--- src/rtl/spiw_pkg.sv ---
package spiw_pkg;

  localparam logic [4:0] OFS_CTRL  = 5'h00;
  localparam logic [4:0] OFS_CFG   = 5'h04;
  localparam logic [4:0] OFS_TXW   = 5'h08;
  localparam logic [4:0] OFS_RXW   = 5'h0C;
  localparam logic [4:0] OFS_DONE  = 5'h10;
  localparam logic [4:0] OFS_TIME  = 5'h18;

  localparam int MAX_BITS = 16;

  typedef struct packed {
    logic       lsb_rx;
    logic       lsb_tx;
    logic       cpha;
    logic       cpol;
    logic       wide;
  } link_cfg_t;

  // Position in the word of the j-th bit on the wire.
  function automatic logic [3:0] wire_pos(input logic [4:0] j,
                                          input logic lsb,
                                          input logic wide);
    logic [4:0] last;
    last = wide ? 5'd15 : 5'd7;
    wire_pos = lsb ? j[3:0] : 4'(last - j);
  endfunction

  // Edge k (0 = first leading edge) is a sampling edge when its parity equals cpha.
  function automatic logic is_sample_edge(input logic [5:0] k, input logic cpha);
    is_sample_edge = (k[0] == cpha);
  endfunction

  function automatic logic [5:0] last_edge(input logic wide);
    last_edge = wide ? 6'd31 : 6'd15;
  endfunction

endpackage

--- src/rtl/spiw_cs_decode.sv ---
module spiw_cs_decode #(
  parameter int NUM_CS = 8,
  localparam int IDX_W = $clog2(NUM_CS)
) (
  input  logic              clk,
  input  logic              rst_n,
  input  logic              cs_on,
  input  logic [IDX_W-1:0]  cs_idx,
  output logic [NUM_CS-1:0] cs_n
);

  for (genvar i = 0; i < NUM_CS; i++) begin : g_line
    always_ff @(posedge clk or negedge rst_n) begin
      if (!rst_n) cs_n[i] <= 1'b1;
      else        cs_n[i] <= !(cs_on && (cs_idx == IDX_W'(i)));
    end
  end

endmodule

--- src/rtl/spiw_engine.sv ---
module spiw_engine
  import spiw_pkg::*;
#(
  parameter int HALF_CYC = 4,
  localparam int TICK_W = (HALF_CYC > 1) ? $clog2(HALF_CYC) : 1
) (
  input  logic        clk,
  input  logic        rst_n,
  input  logic        start,
  input  logic [15:0] tx_word,
  input  link_cfg_t   cfg_in,
  input  logic [1:0]  dly_in,
  input  logic        miso,
  output logic        sclk,
  output logic        mosi,
  output logic        busy,
  output logic        done,
  output logic [15:0] rx_word,
  output logic        sample_evt,
  output logic        cap_evt,
  output logic [1:0]  dly_now,
  output logic        wide_now
);

  link_cfg_t          cfg_q;
  logic [1:0]         dly_q;
  logic [15:0]        tx_q;
  logic [15:0]        rx_acc;
  logic               tail;
  logic [TICK_W-1:0]  tick;
  logic [5:0]         edge_k;
  logic [4:0]         tx_idx;
  logic [4:0]         rx_idx;
  logic               sclk_q;
  logic               pend;
  logic [1:0]         dcnt;
  logic               edge_evt;
  logic               tick_end;
  logic               shift_evt;

  assign tick_end   = (tick == TICK_W'(HALF_CYC - 1));
  assign edge_evt   = busy && !tail && tick_end;
  assign sample_evt = edge_evt && is_sample_edge(edge_k, cfg_q.cpha);
  assign shift_evt  = edge_evt && !is_sample_edge(edge_k, cfg_q.cpha)
                      && (edge_k != 6'd0) && (edge_k != last_edge(cfg_q.wide));
  assign cap_evt    = (sample_evt && (dly_q == 2'd0)) || (pend && (dcnt == 2'd1));

  assign sclk     = busy ? sclk_q : cfg_in.cpol;
  assign mosi     = busy && tx_q[wire_pos(tx_idx, cfg_q.lsb_tx, cfg_q.wide)];
  assign rx_word  = rx_acc;
  assign dly_now  = dly_q;
  assign wide_now = cfg_q.wide;

  always_ff @(posedge clk or negedge rst_n) begin
    if (!rst_n) begin
      busy   <= 1'b0;
      done   <= 1'b0;
      tail   <= 1'b0;
      tick   <= '0;
      edge_k <= '0;
      tx_idx <= '0;
      cfg_q  <= '0;
      dly_q  <= 2'd1;
      tx_q   <= '0;
      sclk_q <= 1'b0;
    end else begin
      done <= 1'b0;
      if (start && !busy) begin
        busy   <= 1'b1;
        tail   <= 1'b0;
        tick   <= '0;
        edge_k <= '0;
        tx_idx <= '0;
        cfg_q  <= cfg_in;
        dly_q  <= dly_in;
        tx_q   <= cfg_in.wide ? tx_word : {8'h00, tx_word[7:0]};
        sclk_q <= cfg_in.cpol;
      end else if (busy) begin
        tick <= tick_end ? '0 : tick + TICK_W'(1);
        if (tail) begin
          if (tick_end) begin
            busy <= 1'b0;
            done <= 1'b1;
          end
        end else if (tick_end) begin
          sclk_q <= ~sclk_q;
          if (shift_evt) tx_idx <= tx_idx + 5'd1;
          if (edge_k == last_edge(cfg_q.wide)) tail <= 1'b1;
          else                                 edge_k <= edge_k + 6'd1;
        end
      end
    end
  end

  always_ff @(posedge clk or negedge rst_n) begin
    if (!rst_n) begin
      rx_acc <= '0;
      rx_idx <= '0;
      pend   <= 1'b0;
      dcnt   <= '0;
    end else if (start && !busy) begin
      rx_acc <= '0;
      rx_idx <= '0;
      pend   <= 1'b0;
      dcnt   <= '0;
    end else begin
      if (sample_evt && (dly_q != 2'd0)) begin
        pend <= 1'b1;
        dcnt <= dly_q;
      end else if (pend) begin
        dcnt <= dcnt - 2'd1;
        if (dcnt == 2'd1) pend <= 1'b0;
      end
      if (cap_evt) begin
        rx_acc[wire_pos(rx_idx, cfg_q.lsb_rx, cfg_q.wide)] <= miso;
        rx_idx <= rx_idx + 5'd1;
      end
    end
  end

endmodule

--- src/rtl/spiw_regs.sv ---
module spiw_regs
  import spiw_pkg::*;
#(
  parameter int NUM_CS = 8,
  localparam int IDX_W = $clog2(NUM_CS)
) (
  input  logic             clk,
  input  logic             rst_n,
  input  logic             bus_wr,
  input  logic [4:0]       bus_addr,
  input  logic [31:0]      bus_wdata,
  output logic [31:0]      bus_rdata,
  input  logic             busy,
  input  logic             done,
  input  logic [15:0]      rx_word,
  output link_cfg_t        cfg,
  output logic [1:0]       dly,
  output logic [15:0]      tx_word,
  output logic             start,
  output logic             cs_on,
  output logic [IDX_W-1:0] cs_idx,
  output logic             flag
);

  logic [15:0] rx_hold;

  assign start = bus_wr && (bus_addr == OFS_TXW) && !busy;

  always_ff @(posedge clk or negedge rst_n) begin
    if (!rst_n) begin
      cfg     <= '0;
      dly     <= 2'd1;
      tx_word <= '0;
      cs_on   <= 1'b0;
      cs_idx  <= '0;
      flag    <= 1'b0;
      rx_hold <= '0;
    end else begin
      if (bus_wr) begin
        case (bus_addr)
          OFS_CTRL: begin
            cs_on  <= bus_wdata[0];
            cs_idx <= bus_wdata[2 +: IDX_W];
          end
          OFS_CFG: begin
            cfg.wide   <= bus_wdata[5];
            cfg.cpol   <= bus_wdata[11];
            cfg.cpha   <= bus_wdata[12];
            cfg.lsb_tx <= bus_wdata[13];
            cfg.lsb_rx <= bus_wdata[14];
          end
          OFS_TIME: dly <= bus_wdata[7:6];
          OFS_TXW:  if (!busy) tx_word <= bus_wdata[15:0];
          default: ;
        endcase
      end
      if (done) begin
        flag    <= 1'b1;
        rx_hold <= rx_word;
      end else if (bus_wr && (bus_addr == OFS_DONE) && (bus_wdata == 32'd0)) begin
        flag <= 1'b0;
      end
    end
  end

  always_comb begin
    bus_rdata = '0;
    case (bus_addr)
      OFS_CTRL: begin
        bus_rdata[0]           = cs_on;
        bus_rdata[2 +: IDX_W]  = cs_idx;
      end
      OFS_CFG: begin
        bus_rdata[5]  = cfg.wide;
        bus_rdata[11] = cfg.cpol;
        bus_rdata[12] = cfg.cpha;
        bus_rdata[13] = cfg.lsb_tx;
        bus_rdata[14] = cfg.lsb_rx;
      end
      OFS_TXW:  bus_rdata[15:0] = tx_word;
      OFS_RXW:  bus_rdata[15:0] = rx_hold;
      OFS_DONE: bus_rdata[0]    = flag;
      OFS_TIME: bus_rdata[7:6]  = dly;
      default: ;
    endcase
  end

endmodule

--- src/rtl/spiw_master.sv ---
module spiw_master
  import spiw_pkg::*;
#(
  parameter int NUM_CS   = 8,
  parameter int HALF_CYC = 4,
  localparam int IDX_W   = $clog2(NUM_CS)
) (
  input  logic              clk,
  input  logic              rst_n,
  input  logic              bus_wr,
  input  logic [4:0]        bus_addr,
  input  logic [31:0]       bus_wdata,
  output logic [31:0]       bus_rdata,
  output logic              sclk,
  output logic              mosi,
  input  logic              miso,
  output logic [NUM_CS-1:0] cs_n
);

  link_cfg_t        cfg;
  logic [1:0]       dly;
  logic [15:0]      tx_word;
  logic [15:0]      rx_word;
  logic             start;
  logic             eng_busy;
  logic             eng_done;
  logic             cs_on;
  logic [IDX_W-1:0] cs_idx;
  logic             flag;
  logic             sample_evt;
  logic             cap_evt;
  logic [1:0]       dly_now;
  logic             wide_now;

  spiw_regs #(.NUM_CS(NUM_CS)) u_regs (
    .clk(clk), .rst_n(rst_n),
    .bus_wr(bus_wr), .bus_addr(bus_addr), .bus_wdata(bus_wdata), .bus_rdata(bus_rdata),
    .busy(eng_busy), .done(eng_done), .rx_word(rx_word),
    .cfg(cfg), .dly(dly), .tx_word(tx_word), .start(start),
    .cs_on(cs_on), .cs_idx(cs_idx), .flag(flag)
  );

  spiw_engine #(.HALF_CYC(HALF_CYC)) u_eng (
    .clk(clk), .rst_n(rst_n), .start(start),
    .tx_word(bus_wdata[15:0]), .cfg_in(cfg), .dly_in(dly), .miso(miso),
    .sclk(sclk), .mosi(mosi), .busy(eng_busy), .done(eng_done), .rx_word(rx_word),
    .sample_evt(sample_evt), .cap_evt(cap_evt), .dly_now(dly_now), .wide_now(wide_now)
  );

  spiw_cs_decode #(.NUM_CS(NUM_CS)) u_cs (
    .clk(clk), .rst_n(rst_n), .cs_on(cs_on), .cs_idx(cs_idx), .cs_n(cs_n)
  );

endmodule

--- config.mk ---
export PLATFORM = sky130hd
export DESIGN_NAME = spiw_master
export DESIGN_NICKNAME = d
export VERILOG_FILES = /design/src/rtl/spiw_pkg.sv /design/src/rtl/spiw_cs_decode.sv /design/src/rtl/spiw_engine.sv /design/src/rtl/spiw_regs.sv /design/src/rtl/spiw_master.sv
export SDC_FILE = /design/constraint.sdc
export NUM_CORES = 1
export LEC_CHECK = 0
export BUFFER_PORTS_ARGS = -buffer_cell sky130_fd_sc_hd__buf_4
export CAP_MARGIN = 20
export CELL_PAD_IN_SITES_DETAIL_PLACEMENT = 0
export CELL_PAD_IN_SITES_GLOBAL_PLACEMENT = 1
export CORE_MARGIN = 8
export CORE_UTILIZATION = 44
export DETAILED_ROUTE_END_ITERATION = 8
export GPL_TIMING_DRIVEN = 0
export PLACE_DENSITY_LB_ADDON = 0.1
export SYNTH_ARGS = -nofsm -noshare
export SYNTH_HDL_FRONTEND = slang
export SYNTH_SLANG_ARGS = --single-unit
--- constraint.sdc ---
create_clock -name clk -period 2.35 [get_ports clk]
set_clock_uncertainty 0.15 [all_clocks]
set_input_delay 0.1175 -clock clk [delete_from_list [all_inputs] [get_ports clk]]
set_output_delay 0.1175 -clock clk [all_outputs]
set_load 0.02 [all_outputs]
==> Yosys cells after proc, flatten, opt, wreduce, memory -nomap -nowiden <==
Index checks and enable logic that the tools add are counted.
{ "word_totals": {"regBits": 115, "out_inout_bits": 42, "wordCells": 184} }
{ "op_classes": {"addsub": 7, "magnitude_cmp": 3, "n_eq_ne": 19, "mux": 62, "n_bitwise": 2, "n_reduce_logical": 55} }
{ "ops": {"columns": ["op", "n"], "rows": [
  ["2-to-1 mux 16 bit", 3],
  ["2-to-1 mux 5 bit", 8],
  ["logical NOT 32 bit", 1],
  ["2-to-1 mux 6 bit", 5],
  ["2-to-1 mux 1 bit", 26],
  ["logical AND 1 bit", 24],
  ["bitwise mux 16 bit", 1],
  ["equality test 3 bit, second input constant", 4],
  ["2-to-1 mux 2 bit", 6],
  ["2-to-1 mux 4 bit", 3],
  ["one-hot mux 4 bit (3 select lines)", 1],
  ["nonzero test 2 bit", 6],
  ["logical NOT 1 bit", 11],
  ["adder 5 x 1 -> 5 bit, second input constant", 2],
  ["equality test 5 x 4 -> 1 bit, second input constant", 2],
  ["equality test 5 bit, second input constant", 2],
  ["less-than comparator 4 x 5 -> 1 bit, second input constant", 2],
  ["one-hot mux 3 bit (3 select lines)", 1],
  ["AND reduction 4 bit", 2],
  ["subtractor 4 bit", 2],
  ["adder 6 x 1 -> 6 bit, second input constant", 1],
  ["equality test 3 x 2 -> 1 bit, second input constant", 2],
  ["equality test 6 bit", 1],
  ["!= test 6 bit", 1],
  ["26 further kinds", 31]
]} }

==> Depth between registers and ports, before layout <==
{ "depth": {"depth_word": 11, "ltp_mapped": 8} }

==> Hierarchy <==
A second synthesis with hierarchy kept.
{ "hier_totals": {"hier_cells": 544, "area_unflattened_um2": 5873.1} }
{ "modules_own_cells": {"columns": ["mod", "n_inst", "cells_each", "area_each_um2", "seq_area_each_um2"], "rows": [
  ["spiw_engine", 1, 359, 3344.5, 1527.7],
  ["spiw_regs", 1, 169, 2242.2, 1102.3],
  ["spiw_cs_decode", 1, 16, 286.5, 210.2]
]} }

==> Worst setup path after synthesis <==
Ideal clock, no wire load.
{ "synth_timing": {"path_type": "register -> output", "startpoint": "reg u_eng.tx_idx[0]", "endpoint": "out mosi", "t_arrival_ps": 1645, "setup_slack_ps": 438, "stages_incl_launch_ff": 8, "n_path_buf": 2, "cell_sequence": "dfrtp_1 > buf_2 > buf_2 > nor2_1 > a21oi_1 > o221a_2 > o21ai_0 > a21boi_1"} }
{ "synth_via": {"elab_chain_cells": 5} }
{ "synth_lines": {"columns": ["element", "line_no", "source"], "rows": [
  ["start, declared", "spiw_engine.sv:32", "logic [4:0] tx_idx;"],
  ["start signal, assigned", "spiw_engine.sv:87", "if (shift_evt) tx_idx <= tx_idx + 5'd1;"],
  ["subtractor 4 bit", "spiw_pkg.sv:26", "wire_pos = lsb ? j[3:0] : 4'(last - j);"],
  ["2-to-1 mux 4 bit *", "spiw_pkg.sv:26", null],
  ["binary-select mux 1 bit (select 4 bit) *", "spiw_engine.sv:49", "assign mosi = busy && tx_q[wire_pos(tx_idx, cfg_q.lsb_tx, cfg_q.wide)];"],
  ["2-to-1 mux 1 bit (implied by the code) *", "spiw_engine.sv:49", null],
  ["logical AND 1 bit *", "spiw_engine.sv:49", null],
  ["end, declared", "spiw_master.sv:15", "output logic mosi,"]
]} }
Every way passes the cells marked *; elsewhere a longest branch is shown, timed or not. The select of a mux whose other input is x is not followed.

==> Worst setup path in the final report <==
Ends and elaborated chain as after synthesis.

==> flow_metrics.py <==
metrics = {
    "yosys": {
        "yosys_most_used_dff": "sky130_fd_sc_hd__dfrtp_1",
        "syn-mean-instance-area_um2": 9.82,
        "synthArstFlopShare_pct": 100,
        "syn_inst": 584,
        "synth.most_common_cell": "sky130_fd_sc_hd__nand2_1",
        "distinct_cell_type_count_of_the_synthesized_netlist": 54,
        "synth-seq-area-share_pct": 49.5,
        "yosysTopAreaCellShare_pct": 45.0,
        "synth_top_cells_by_area": "sky130_fd_sc_hd__dfrtp_1 (45%), sky130_fd_sc_hd__nand2_1 (10%), sky130_fd_sc_hd__mux2_2 (7.7%)",
        "yosys_register_bits": 113,
        "synth-edff-count": 0,
        "ys.warnings.count": 0,
        "yosysTopAreaCell": "sky130_fd_sc_hd__dfrtp_1",
        "synth_common_cells": "sky130_fd_sc_hd__nand2_1 (156), sky130_fd_sc_hd__dfrtp_1 (103), sky130_fd_sc_hd__mux2_2 (39)",
        "synth_area_um2": 5730,
    },
    "placed_design": {
        "place_congestion": 0.795,
        "place.port_buffers": 65,
        "dp.final_hpwl_mm": 11.1,
        "place_inst": 837,
        "placement.setup.worst_slack_ps": 105,
    },
    "sta": {
        "setup_viol": 0,
        "worst_slack_ps": 35.8,
        "achievable-frequency_mhz": 432,
        "final_number_of_max_transition_violations": 0,
        "transition_time_at_the_pin_with_the_least_slew_margin_ps": 646,
        "grt_setup_unrepaired": "true",
        "fin_crit_ps": 2310,
        "timing.final.crit_share_pct": 98.5,
        "max_slew_margin_pct": 56.9,
        "timing_hold_violations_final": 0,
        "whs_ps": 30.6,
    },
    "cts": {
        "clock_buffer_count_from_cts": 17,
        "cts_root_cell": "sky130_fd_sc_hd__clkbuf_16",
        "clk_latency_ps": 420,
        "cts.path.max_buffers": 2,
        "tritoncts_num_sinks": 113,
        "cts_tree": "done",
        "htreeDepth": 4,
        "clk_pin_slew_worst_paths_ps": 60,
    },
    "job": {
        "max_cap_viol_count": 0,
    },
    "power": {
        "swShare_pct": 31.0,
        "power_density_nw_per_um2": 1020,
        "power.static_leakage_nw": 3.70,
        "power_w": 0.00767,
        "comb_power_share_pct": 25.4,
        "net-switching-power_w": 0.00238,
        "total_internal_power_w": 0.00529,
        "ir_worst_vdd_uv": 425,
        "share_seq_of_total_power_pct": 38.1,
        "clock_power_share_pct": 36.5,
    },
    "routing": {
        "vias_per_cell": 5.07,
        "drt-wirelength-per-cell_um": 17.2,
        "antenna_violating_nets_post_route": 0,
        "routed_wl_mm": 15.6,
        "post-route-drc-count": 0,
        "routed-via-count": 4603,
        "drt_pass1_iterations": 4,
        "drt_first_iter_violations": 173,
    },
    "global_routing": {
        "gr-total-overflow": 0,
        "grt_usage_pct": 19.3,
        "grt_pass1_wl_mm": 24.5,
        "grt_antenna_before_repair": 0,
        "first_global_vias": 4680,
        "grt_max_degree": 74,
    },
    "critical_path": {
        "setup.worst_path.start_class": "register",
        "worstSetupStartpoint": "u_eng.tx_idx[0]",
        "r2r_setup_slack_ps": 290,
        "worst-setup-path-type": "reg -> out",
        "worstSetupEndpointType": "output port",
        "timing.critical_path.to": "mosi",
        "worst_r2r_endpoint": "u_eng.rx_word[12]",
        "reg2regPathDepth": 7,
        "cp_data_required_time_ps": 2080,
        "critical_path_peak_fanout": 10,
        "critical_path_arrival_ps": 2050,
        "regToRegStartpoint": "u_eng.tick[0]",
    },
    "die": {
        "die-height_um": 130,
        "core_area_um2": 12700,
        "floorplan.initialDensity_pct": 45.2,
        "die_area_um2": 16900,
        "die_w_um": 130,
        "floorplan.rows": 41,
        "io_pins": 83,
    },
    "layout": {
        "layout-drive-gt1-share_pct": 25.9,
        "area_growth_pct": 31.6,
        "fin_util_pct": 59.5,
        "stdcell_count": 907,
        "total_number_of_nets_in_the_final_design": 768,
    },
    "status": {
        "outcome": "finished, final reports clean",
    },
    "hold_path": {
        "worstHoldPathType": "in -> reg",
    },
}
-- cells in the final DEF (no fill, tap or decap), types with 10 or more instances in the layout --
| master | Yosys | routed |
|---|---|---|
| sky130_fd_sc_hd__a21oi_1 | 14 | 14 |
| sky130_fd_sc_hd__a22oi_1 | 11 | 11 |
| sky130_fd_sc_hd__buf_4 | 16 | 86 |
| sky130_fd_sc_hd__clkbuf_1 | 15 | 14 |
| sky130_fd_sc_hd__clkbuf_16 | 0 | 17 |
| sky130_fd_sc_hd__conb_1 | 1 | 16 |
| sky130_fd_sc_hd__dfrtp_1 | 103 | 103 |
| sky130_fd_sc_hd__dfstp_2 | 10 | 10 |
| sky130_fd_sc_hd__dlygate4sd3_1 | 0 | 33 |
| sky130_fd_sc_hd__mux2_2 | 39 | 39 |
| sky130_fd_sc_hd__mux2i_1 | 27 | 27 |
| sky130_fd_sc_hd__nand2_1 | 156 | 156 |
| sky130_fd_sc_hd__nand2b_1 | 10 | 10 |
| sky130_fd_sc_hd__nand3_1 | 20 | 20 |
| sky130_fd_sc_hd__nor2_1 | 33 | 33 |
| sky130_fd_sc_hd__o21ai_0 | 14 | 13 |
| sky130_fd_sc_hd__xnor2_1 | 10 | 10 |
-- area by class of cell --
cell class / instances / area (um2)
Clock buffer: 18 / 429
Sequential cell: 113 / 2840
Clock inverter: 14 / 213
Buffer: 46 / 260
Antenna cell: 1 / 2.50
Tap cell: 172 / 215
Multi-Input combinational cell: 434 / 2690
Fill cell: 1143 / 5130
Timing Repair Buffer: 103 / 876
Inverter: 6 / 22.5
-- metrics by stage --
step	setup TNS (ps)	area, um2
after floorplan	0	5790
after global placement	0	6490
after detailed placement	0	6520
after CTS	0	7500
after global routing	-56.8	7540
final	0	7540
-- power groups by stage --
stage	clock network, W	logic, W	registers [W]
3_3_place_gp	0	0.00181	0.00291
5_1_grt	0.00294	0.00219	0.00299
2_1_floorplan	0	0.00142	0.00279
4_1_cts	0.00285	0.00195	0.00291
3_5_place_dp	0	0.00187	0.00293
6_report	0.00280	0.00195	0.00292
-- cell families after synthesis --
| logic type | synth area share, % |
|---|---|
| xor+xnor | 2.44 |
| simple gates | 21.1 |
| buf+inv | 4.69 |
| flops | 49.5 |
| compound gates | 8.10 |
| fa+ha+maj | 1.31 |
| other cells | 0.0654 |
| mux | 12.8 |
-- worst max-delay path, stage by stage (launching register included) --
cell                       delay [ps]
sky130_fd_sc_hd__dfrtp_1          390
sky130_fd_sc_hd__buf_6            150
sky130_fd_sc_hd__or4b_1           500
sky130_fd_sc_hd__o31a_1           130
sky130_fd_sc_hd__o221a_2          120
sky130_fd_sc_hd__o21ai_1          110
sky130_fd_sc_hd__a21boi_1          70
sky130_fd_sc_hd__buf_4            160
-- metal layers --
layer  track usage [%]  share of wire [%]
met1              23.9                 43
met2              32.0                 51
met3              4.28                4.0
met4              7.65                1.9
met5                 0                  0
-- flip-flops by register name, indices dropped and copies added (netlist names), 2 cells and up --
register        count
u_eng.rx_word      16
u_eng.tx_q         16
u_regs.rx_hold     16
u_regs.tx_word     16
u_cs.cs_n           8
u_eng.edge_k        6
u_regs.cfg          5
u_eng.rx_idx        4
u_eng.tx_idx        4
u_eng.cfg_q         3
u_regs.cs_idx       3
u_eng.dcnt          2
u_eng.dly_now       2
u_eng.tick          2
u_regs.dly          2
-- how the worst min path moves through the flow --
stage | cells after the start | start | slack [ps] | end
after floorplan | 0 | rst_n | -330 | u_eng.busy
after global placement | 3 | bus_wdata[12] | 210 | u_regs.tx_word[12]
after detailed placement | 1 | rst_n | -6 | u_eng.dcnt[1]
after CTS | 5 | bus_addr[0] | 10 | u_eng.tail
after global routing | 4 | bus_addr[1] | 30 | u_eng.busy
final | 4 | bus_addr[1] | 30 | u_eng.busy
-- timing repair --
action,CTS,global route
setup buffers,0,4
setup endpoints to repair,1,5
pin swaps,0,2
resized for setup,5,5
endpoints found under the hold margin,90,0
hold buffers,33,0
No activity file was read; power rests on OpenSTA's default activity.
